===== src/rtl/wpt_pkg.sv =====
package wpt_pkg;
  localparam int CTX_N   = 16;
  localparam int LINK_W  = 4;
  localparam int MCNT_W  = 5;
  localparam int CTL_W   = 13;

  // control word layout, MSB first
  typedef struct packed {
    logic [MCNT_W-1:0] mask_cnt;   // 12:8
    logic [LINK_W-1:0] link_sel;   // 7:4
    logic              link_en;    // 3
    logic              on_store;   // 2
    logic              on_load;    // 1
    logic              en;         // 0
  } wpt_ctl_t;

  function automatic logic cnt_reserved(input logic [MCNT_W-1:0] cnt);
    return (cnt == MCNT_W'(1)) || (cnt == MCNT_W'(2));
  endfunction

  function automatic logic dir_ok(input wpt_ctl_t c, input logic is_write);
    return is_write ? c.on_store : c.on_load;
  endfunction

  function automatic logic link_ok(input wpt_ctl_t c, input logic [CTX_N-1:0] ctx);
    return !c.link_en || ctx[c.link_sel];
  endfunction
endpackage


===== src/rtl/wpt_unit.sv =====
module wpt_unit
  import wpt_pkg::*;
#(
  parameter int ADDR_W = 32
) (
  input  logic                 clk,
  input  logic                 rst_n,
  input  logic                 wr_val,
  input  logic                 wr_ctl,
  input  logic [ADDR_W-1:0]    val_in,
  input  logic [CTL_W-1:0]     ctl_in,
  input  logic                 acc_valid,
  input  logic [ADDR_W-1:0]    acc_addr,
  input  logic                 acc_write,
  input  logic                 acc_fetch,
  input  logic [CTX_N-1:0]     ctx_match,
  output logic                 hit
);
  logic [ADDR_W-1:0] value_q;
  wpt_ctl_t          ctl_q;
  logic [ADDR_W-1:0] keep_mask;
  logic              addr_eq;
  logic              qual_ok;

  // bits kept in the compare: all for count 0, upper bits otherwise
  function automatic logic [ADDR_W-1:0] keep_bits(input logic [MCNT_W-1:0] cnt);
    logic [ADDR_W-1:0] m;
    for (int b = 0; b < ADDR_W; b++) m[b] = (b >= int'(cnt));
    return m;
  endfunction

  always_ff @(posedge clk or negedge rst_n) begin
    if (!rst_n) begin
      value_q <= '0;
      ctl_q   <= '0;
    end else begin
      if (wr_val) value_q <= val_in;
      if (wr_ctl) ctl_q   <= wpt_ctl_t'(ctl_in);
    end
  end

  always_comb begin
    keep_mask = keep_bits(ctl_q.mask_cnt);
    addr_eq   = ((value_q & keep_mask) == (acc_addr & keep_mask));
    qual_ok   = acc_valid && !acc_fetch && ctl_q.en &&
                !cnt_reserved(ctl_q.mask_cnt) &&
                dir_ok(ctl_q, acc_write) && link_ok(ctl_q, ctx_match);
    hit       = qual_ok && addr_eq;
  end
endmodule


===== src/rtl/wpt_prio.sv =====
module wpt_prio #(
  parameter int N     = 4,
  parameter int IDX_W = 2
) (
  input  logic [N-1:0]     req,
  output logic             any,
  output logic [IDX_W-1:0] idx
);
  always_comb begin
    any = 1'b0;
    idx = '0;
    for (int i = N - 1; i >= 0; i--) begin
      if (req[i]) begin
        any = 1'b1;
        idx = IDX_W'(i);
      end
    end
  end
endmodule


===== src/rtl/wpt_bank.sv =====
module wpt_bank
  import wpt_pkg::*;
#(
  parameter int NUM_UNITS = 4,
  parameter int ADDR_W    = 32,
  localparam int IDX_W    = (NUM_UNITS > 1) ? $clog2(NUM_UNITS) : 1,
  localparam int CNT_W    = $clog2(NUM_UNITS + 1)
) (
  input  logic              clk,
  input  logic              rst_n,
  input  logic              cfg_we,
  input  logic [IDX_W-1:0]  cfg_idx,
  input  logic              cfg_sel,
  input  logic [ADDR_W-1:0] cfg_wdata,
  input  logic              acc_valid,
  input  logic [ADDR_W-1:0] acc_addr,
  input  logic              acc_write,
  input  logic              acc_fetch,
  input  logic [CTX_N-1:0]  ctx_match,
  output logic              hit_o,
  output logic [IDX_W-1:0]  hit_idx_o,
  output logic [CNT_W-1:0]  num_units_o
);
  logic [NUM_UNITS-1:0] raw_hit;
  logic                 any_hit;
  logic [IDX_W-1:0]     win_idx;

  assign num_units_o = CNT_W'(NUM_UNITS);

  for (genvar i = 0; i < NUM_UNITS; i++) begin : g_unit
    logic sel_me;
    assign sel_me = cfg_we && (cfg_idx == IDX_W'(i));
    wpt_unit #(.ADDR_W(ADDR_W)) unit_i (
      .clk       (clk),
      .rst_n     (rst_n),
      .wr_val    (sel_me && !cfg_sel),
      .wr_ctl    (sel_me && cfg_sel),
      .val_in    (cfg_wdata),
      .ctl_in    (cfg_wdata[CTL_W-1:0]),
      .acc_valid (acc_valid),
      .acc_addr  (acc_addr),
      .acc_write (acc_write),
      .acc_fetch (acc_fetch),
      .ctx_match (ctx_match),
      .hit       (raw_hit[i])
    );
  end

  wpt_prio #(.N(NUM_UNITS), .IDX_W(IDX_W)) prio_i (
    .req (raw_hit),
    .any (any_hit),
    .idx (win_idx)
  );

  always_ff @(posedge clk or negedge rst_n) begin
    if (!rst_n) begin
      hit_o     <= 1'b0;
      hit_idx_o <= '0;
    end else begin
      hit_o     <= any_hit;
      hit_idx_o <= any_hit ? win_idx : '0;
    end
  end
endmodule


===== config.mk =====
export PLATFORM = sky130hd
export DESIGN_NAME = wpt_bank
export DESIGN_NICKNAME = d
export VERILOG_FILES = /design/src/rtl/wpt_pkg.sv /design/src/rtl/wpt_unit.sv /design/src/rtl/wpt_prio.sv /design/src/rtl/wpt_bank.sv
export SDC_FILE = /design/constraint.sdc
export NUM_CORES = 1
export LEC_CHECK = 0
export ABC_AREA = 1
export BUFFER_PORTS_ARGS = -buffer_cell sky130_fd_sc_hd__buf_2
export CORE_UTILIZATION = 35
export CTS_CLUSTER_SIZE = 40
export DETAILED_ROUTE_END_ITERATION = 7
export GPL_ROUTABILITY_DRIVEN = 1
export PLACE_DENSITY = 0.64
export SLEW_MARGIN = 10
export SYNTH_ARGS = -nofsm -noshare
export SYNTH_HDL_FRONTEND = slang
export SYNTH_SLANG_ARGS = --single-unit

===== constraint.sdc =====
create_clock -name clk -period 4.7 [get_ports clk]
set_clock_uncertainty 0.15 [all_clocks]
set_input_delay 0.47 -clock clk [delete_from_list [all_inputs] [get_ports clk]]
set_output_delay 0.47 -clock clk [all_outputs]
set_load 0.02 [all_outputs]

Word-level counts from Yosys, hierarchy flattened
Cells that the tools add are included.
Widths: inputs -> output; s select.

operators by class
  magnitude comparators = 128
  equality and inequality tests = 15
  multiplexer cells = 21
  bitwise operators = 8
  reduce and logical (&&, ||, !) cells = 52

operators by type and width
  kind                count
  $ge 5x5->1 const A  60
  $and 32x32->32      8
  $ge 4x5->1 const A  32
  $eq 32x32->1        4
  $ge 3x5->1 const A  16
  $ge 1x5->1 const A  8
  $ge 2x5->1 const A  8
  $logic_and 1x1->1   33
  $eq 5x1->1 const B  4
  $eq 5x2->1 const B  4
  $lt 4x5->1 const B  4
  $bmux 1 s4          4
  $mux 1              12
  $logic_not 1->1     10
  $mux 2              5
  $logic_or 1x1->1    8
  $eq 2x2->1 const B  2
  $eq 2x1->1 const B  1
  $logic_not 2->1     1

storage, ports and cells
  register bits = 183
  output and inout port bits = 6
  word-level logic and storage cells = 254

Longest topological paths before layout
  depth in word-level cells = 12
  mapped depth = 15

Cells and area by module
Synthesis repeated with hierarchy kept, for this count alone.

unflattened totals
  cell total of the unflattened synthesis = 1348
  area total of the unflattened synthesis = 10870.4 µm²

by module, submodules not included
  module    times used  cells each  area each (µm²)
  wpt_unit  4           328         2662.6
  wpt_bank  1           28          183.9
  wpt_prio  1           8           36.3

Worst setup path before layout
OpenSTA, ideal clock, no wires.

  path kind = input -> register
  start = input acc_addr[14]
  end = register hit_idx_o[1]
  library setup time = 120 ps
  arrival time = 1413 ps
  setup slack = 3018 ps
  cell stages on the path = 12
  buffers on the path = 1
  cell sequence = clkbuf_2 -> xor2_1 -> nor2_1 -> nand2_1 -> nor2_1 -> nand2_1 -> nand2_1 -> nand2_1 -> nor2_1 -> nand3_1 -> nand2_1 -> nor2_1

between the ends
  word-level cells in the longest chain between the ends = 8

ends and longest elaborated chain
  what                                           RTL line        text
  from (decl)                                    wpt_bank.sv:16  input logic [ADDR_W-1:0] acc_addr,
  $and 32x32->32                                 wpt_unit.sv:44  addr_eq = ((value_q & keep_mask) == (acc_addr & keep_mask));
  $eq 32x32->1                                   wpt_unit.sv:44
  $logic_and 1x1->1                              wpt_unit.sv:48  hit = qual_ok && addr_eq;
  $mux 2 or $mux 1 (tied branches) (4 in a row)  wpt_prio.sv:13  if (req[i]) begin
  $mux 2 (*)                                     wpt_bank.sv:61  hit_idx_o <= any_hit ? win_idx : '0;
  to (signal assigned)                           wpt_bank.sv:61
  to (decl)                                      wpt_bank.sv:21  output logic [IDX_W-1:0] hit_idx_o,

Mark *: on every way between the ends. The rest lies on a longest branch, timed or not.
A chain may end at the register's enable or synchronous reset.

Final worst setup path
  start = register g_unit[3].unit_i.ctl_q[12] in the netlist's numbering
  end = register hit_idx_o[0]

between the ends
  word-level cells in the longest chain between the ends = 12

ends and longest elaborated chain
  what                                                RTL line        text
  from (decl)                                         wpt_unit.sv:20  wpt_ctl_t ctl_q;
  from (signal assigned)                              wpt_unit.sv:38  if (wr_ctl) ctl_q <= wpt_ctl_t'(ctl_in);
  branches (longest 6 deep; another with $ge 1x5->1)  n/a
  $logic_and 1x1->1 (*)                               wpt_unit.sv:48
  $mux 2 or $mux 1 (tied branches) (4 in a row)       wpt_prio.sv:13
  $mux 2 (*)                                          wpt_bank.sv:61

Mark *: on every way between the ends.

==> report_table.html <==
<table>
<tr><th>Metric</th><th>Value</th></tr>
<tr><th colspan="2">Run status</th></tr>
<tr><td>Status</td><td>finished, violations left</td></tr>
<tr><td>Failing checks</td><td>negative hold slack</td></tr>
<tr><th colspan="2">Yosys</th></tr>
<tr><td>Number of flops mapped to enable cells by yosys</td><td>0</td></tr>
<tr><td>Share of synthesized flip-flops with an asynchronous set or reset</td><td>100%</td></tr>
<tr><td>Synthesized area divided by synthesized cell count</td><td>7.08 um2</td></tr>
<tr><td>Number of synthesis warnings</td><td>0</td></tr>
<tr><td>Netlist cell types</td><td>32</td></tr>
<tr><td>Register area share after synthesis</td><td>42.7%</td></tr>
<tr><td>#FFs+latches synth</td><td>183</td></tr>
<tr><td>Cell count after synthesis</td><td>1,517</td></tr>
<tr><td>Synth Cell Area</td><td>10,700 um2</td></tr>
<tr><td>Top_reg_cell synth</td><td>sky130_fd_sc_hd__dfrtp_1</td></tr>
<tr><th colspan="2">STA</th></tr>
<tr><td>Hold Fails Final Rpt</td><td>3</td></tr>
<tr><td>Final setup violation count</td><td>0</td></tr>
<tr><td>Post-Route Setup TNS</td><td>0 ns</td></tr>
<tr><td>Shortest period the worst path allows</td><td>2.33 ns</td></tr>
<tr><td>Fmax</td><td>0.428 GHz</td></tr>
<tr><td>Worst slew margin relative to its limit</td><td>22.8%</td></tr>
<tr><td>Tightest Pin Transition</td><td>1.16 ns</td></tr>
<tr><td>RSZ-0062 raised after global routing</td><td>no</td></tr>
<tr><td>WHS</td><td>-0.00995 ns</td></tr>
<tr><td>Final max-slew violation count</td><td>0</td></tr>
<tr><td>Share of the clock period used by the worst path</td><td>49.7%</td></tr>
<tr><th colspan="2">Die</th></tr>
<tr><td>Horizontal extent of the die</td><td>177 um</td></tr>
<tr><td>Die ar.</td><td>31,400 um2</td></tr>
<tr><td>Die Y</td><td>177 um</td></tr>
<tr><td>Cell Rows</td><td>63</td></tr>
<tr><td>Top-level port count</td><td>95</td></tr>
<tr><td>Effective utilization at floorplan</td><td>35.9%</td></tr>
<tr><td>Std-Cell Core Area</td><td>29,900 um2</td></tr>
<tr><th colspan="2">Global route</th></tr>
<tr><td>M3 GR Usage</td><td>2.77%</td></tr>
<tr><td>First-pass GRT wire length</td><td>54,500 um</td></tr>
<tr><td>Met1 track demand over resource in global routing</td><td>32.7%</td></tr>
<tr><td>GR Layer Usage met2</td><td>36.8%</td></tr>
<tr><td>Vias in the first global route</td><td>9,400</td></tr>
<tr><td>Maximum number of pins on one net before global-route repair</td><td>109</td></tr>
<tr><td>Overflow after GRT</td><td>0</td></tr>
<tr><td>Busiest layer in global routing</td><td>met2</td></tr>
<tr><td>Antenna violations before repair</td><td>2</td></tr>
<tr><td>GRT Total Usage</td><td>23.2%</td></tr>
<tr><th colspan="2">Clock tree</th></tr>
<tr><td>Root Buffer</td><td>sky130_fd_sc_hd__clkbuf_16</td></tr>
<tr><td>Total number of H-tree levels</td><td>4</td></tr>
<tr><td>Resize count post-CTS</td><td>0</td></tr>
<tr><td>Sink Count</td><td>183</td></tr>
<tr><td>Buffer levels on the longest clock path</td><td>2</td></tr>
<tr><td>Clock network latency to the later pin of the worst-skew pair</td><td>0.43 ns</td></tr>
<tr><td>Number of buffers inserted by post-CTS setup repair</td><td>0</td></tr>
<tr><td>Clock transition at the registers of the reported paths</td><td>0.08 ns</td></tr>
<tr><td>Number of buffers created by CTS</td><td>17</td></tr>
<tr><td>CTS tree</td><td>done</td></tr>
<tr><td>Post-CTS Hold Fix Bufs</td><td>0</td></tr>
<tr><th colspan="2">Routing</th></tr>
<tr><td>Router iterations before antenna repair</td><td>5</td></tr>
<tr><td>Via-per-instance ratio</td><td>5.18</td></tr>
<tr><td>Remaining DRCs</td><td>0</td></tr>
<tr><td>DR iter-0 viols</td><td>1,114</td></tr>
<tr><td>Final ANT Viol Nets</td><td>0</td></tr>
<tr><td>Via count of the routed design</td><td>10,200</td></tr>
<tr><td>Wire length after detailed routing</td><td>35,300 um</td></tr>
<tr><td>WL per Instance</td><td>18.0 um</td></tr>
<tr><th colspan="2">Placed design</th></tr>
<tr><td>Gpl congestion</td><td>0.977</td></tr>
<tr><td>Total placed instance area</td><td>11,400 um2</td></tr>
<tr><td>Port Buffers</td><td>91</td></tr>
<tr><td>Sum of net half-perimeters after detailed placement</td><td>26,200 um</td></tr>
<tr><th colspan="2">Setup path</th></tr>
<tr><td>Critical-path top delay cell</td><td>sky130_fd_sc_hd__dfrtp_1</td></tr>
<tr><td>Reg2Reg Depth</td><td>12</td></tr>
<tr><td>Cell family contributing the most delay on the critical path</td><td>simple AND/OR/NAND/NOR gates</td></tr>
<tr><td>Most prevalent standard cell on the critical path</td><td>sky130_fd_sc_hd__nand2_1</td></tr>
<tr><td>Setup slack, reg-to-reg</td><td>2.37 ns</td></tr>
<tr><td>Number of buffer and inverter stages on the critical path</td><td>1</td></tr>
<tr><td>Critical path start-end classification</td><td>flip-flop to flip-flop</td></tr>
<tr><td>Reg-to-reg endpoint</td><td>hit_idx_o[0]</td></tr>
<tr><td>Peak per-stage delay on the critical path</td><td>0.62 ns</td></tr>
<tr><td>Worst R2R Start</td><td>g_unit[3].unit_i.ctl_q[12]</td></tr>
<tr><td>Critical path capture point type</td><td>flip-flop</td></tr>
<tr><td>Ordered cell list for the critical path</td><td>nand2_1 -&gt; inv_2 -&gt; nand2_1 -&gt; nand2_1 -&gt; nand2_1 -&gt; nor2_1 -&gt; nand3_1 -&gt; nor2_1 -&gt; nand2_1 -&gt; nor2_1 -&gt; nand2_1 -&gt; a21oi_1</td></tr>
<tr><td>Arrival time reported for the critical path endpoint</td><td>2.55 ns</td></tr>
<tr><td>Startpoint types</td><td>flip-flop</td></tr>
<tr><td>Peak fanout along the critical path</td><td>14</td></tr>
<tr><td>Required time at the endpoint of the critical path</td><td>4.91 ns</td></tr>
<tr><th colspan="2">Power</th></tr>
<tr><td>Leakage power</td><td>6.01 nW</td></tr>
<tr><td>Power per unit of standard cell area</td><td>419 nW/um2</td></tr>
<tr><td>Total Power Consumption</td><td>5.03 mW</td></tr>
<tr><td>Maximum ir drop on the vdd rail</td><td>0.260 mV</td></tr>
<tr><th colspan="2">Layout</th></tr>
<tr><td>Commonest cells after routing, fill and taps aside</td><td>sky130_fd_sc_hd__nand2_1 (457), sky130_fd_sc_hd__o21ai_0 (211), sky130_fd_sc_hd__dfrtp_1 (183)</td></tr>
<tr><td>Fraction of final layout cells with drive strength greater than 1</td><td>10.6%</td></tr>
<tr><td>Number of nets in the finished design</td><td>1,649</td></tr>
<tr><td>Final non-filler cell area</td><td>12,000 um2</td></tr>
<tr><td>Area Overhead vs Synth</td><td>11.8%</td></tr>
<tr><td>Most common library cell in the layout ignoring fill and taps</td><td>sky130_fd_sc_hd__nand2_1</td></tr>
<tr><td>Filler instances</td><td>3,106</td></tr>
<tr><th colspan="2">Flow run</th></tr>
<tr><td>Maxcap violations</td><td>0</td></tr>
<tr><th colspan="2">Worst hold path</th></tr>
<tr><td>Class of the tightest hold or removal check</td><td>input port to asynchronous set/reset pin</td></tr>
</table>
-- state kept, by name (all words and copies together) (netlist names) --
register	cells
g_unit.unit_i.ctl_q	52
g_unit.unit_i.value_q	128
hit_idx_o	2
hit_o	1
-- layer usage --
layer  routed length [um]  vias up
met3                 2300       52
met5                    0        -
li1                     -     4905
met2                16100      391
met4                  867        0
met1                16000     4825
-- cell usage after synthesis, drive strengths merged, types with 6 or more instances --
| library cell | instances | area (um2) |
|---|---|---|
| a21oi | 31 | 155 |
| buf | 25 | 148 |
| clkbuf | 47 | 181 |
| dfrtp | 183 | 4580 |
| inv | 145 | 544 |
| nand2 | 462 | 1740 |
| nand3 | 117 | 586 |
| nand4 | 9 | 56.3 |
| nor2 | 133 | 514 |
| nor3 | 6 | 30.0 |
| o211ai | 16 | 120 |
| o21ai | 222 | 1110 |
| or2 | 23 | 144 |
| xnor2 | 30 | 263 |
| xor2 | 53 | 464 |
-- worst max-delay path by stage --
stage | start | to | slack, ns | cells after the start
finish | g_unit[3].unit_i.ctl_q[12] | hit_idx_o[0] | 2.37 | 12
global route | g_unit[3].unit_i.ctl_q[12] | hit_idx_o[0] | 2.08 | 12
CTS | g_unit[3].unit_i.ctl_q[12] | hit_idx_o[0] | 2.46 | 12
detailed placement | cfg_idx[0] | g_unit[2].unit_i.value_q[15] | 2.39 | 4
global placement | cfg_idx[0] | g_unit[2].unit_i.value_q[12] | 2.48 | 4
floorplan | acc_addr[14] | hit_idx_o[1] | 3.02 | 12
-- where the power goes --
group	internal, mW	switching, mW
clock network	0.793	0.665
registers	1.86	0.332
logic	0.507	0.870
total	3.16	1.87
-- stage by stage --
stage | std cells | setup slack, ns | hold WS [ns] | utilization, %
final | 1964 | 2.37 | -0.00995 | 40.2
after detailed placement | 1931 | 2.39 | 0.324 | 38.2
after global placement | 1931 | 2.48 | 0.319 | 38.2
after floorplan | 1518 | 3.02 | 0.0244 | -
after CTS | 1962 | 2.46 | 0.0416 | 40.2
after global routing | 1964 | 2.08 | 0.0669 | 40.2
-- area by class of cell --
cell class | instances | area [um2] | share of cell area, %
Multi-Input combinational cell | 1118 | 5300 | 44.2
Inverter | 145 | 544 | 4.54
Antenna cell | 2 | 5.00 | 0.0417
Sequential cell | 183 | 4580 | 38.2
Clock buffer | 19 | 433 | 3.61
Clock inverter | 12 | 144 | 1.20
Timing Repair Buffer | 95 | 507 | 4.22
Tap cell | 390 | 488 | 4.07
-- cells by family after synthesis --
family	count (synthesis)	share of synthesized area, %
XOR/XNOR	83	6.77
AND/OR/NAND/NOR	758	29.1
other	2	0.0700
buffers and inverters	217	8.14
flip-flops	183	42.7
AO/OA/AOI/OAI	274	13.2
No activity file was read; power rests on OpenSTA's default activity.
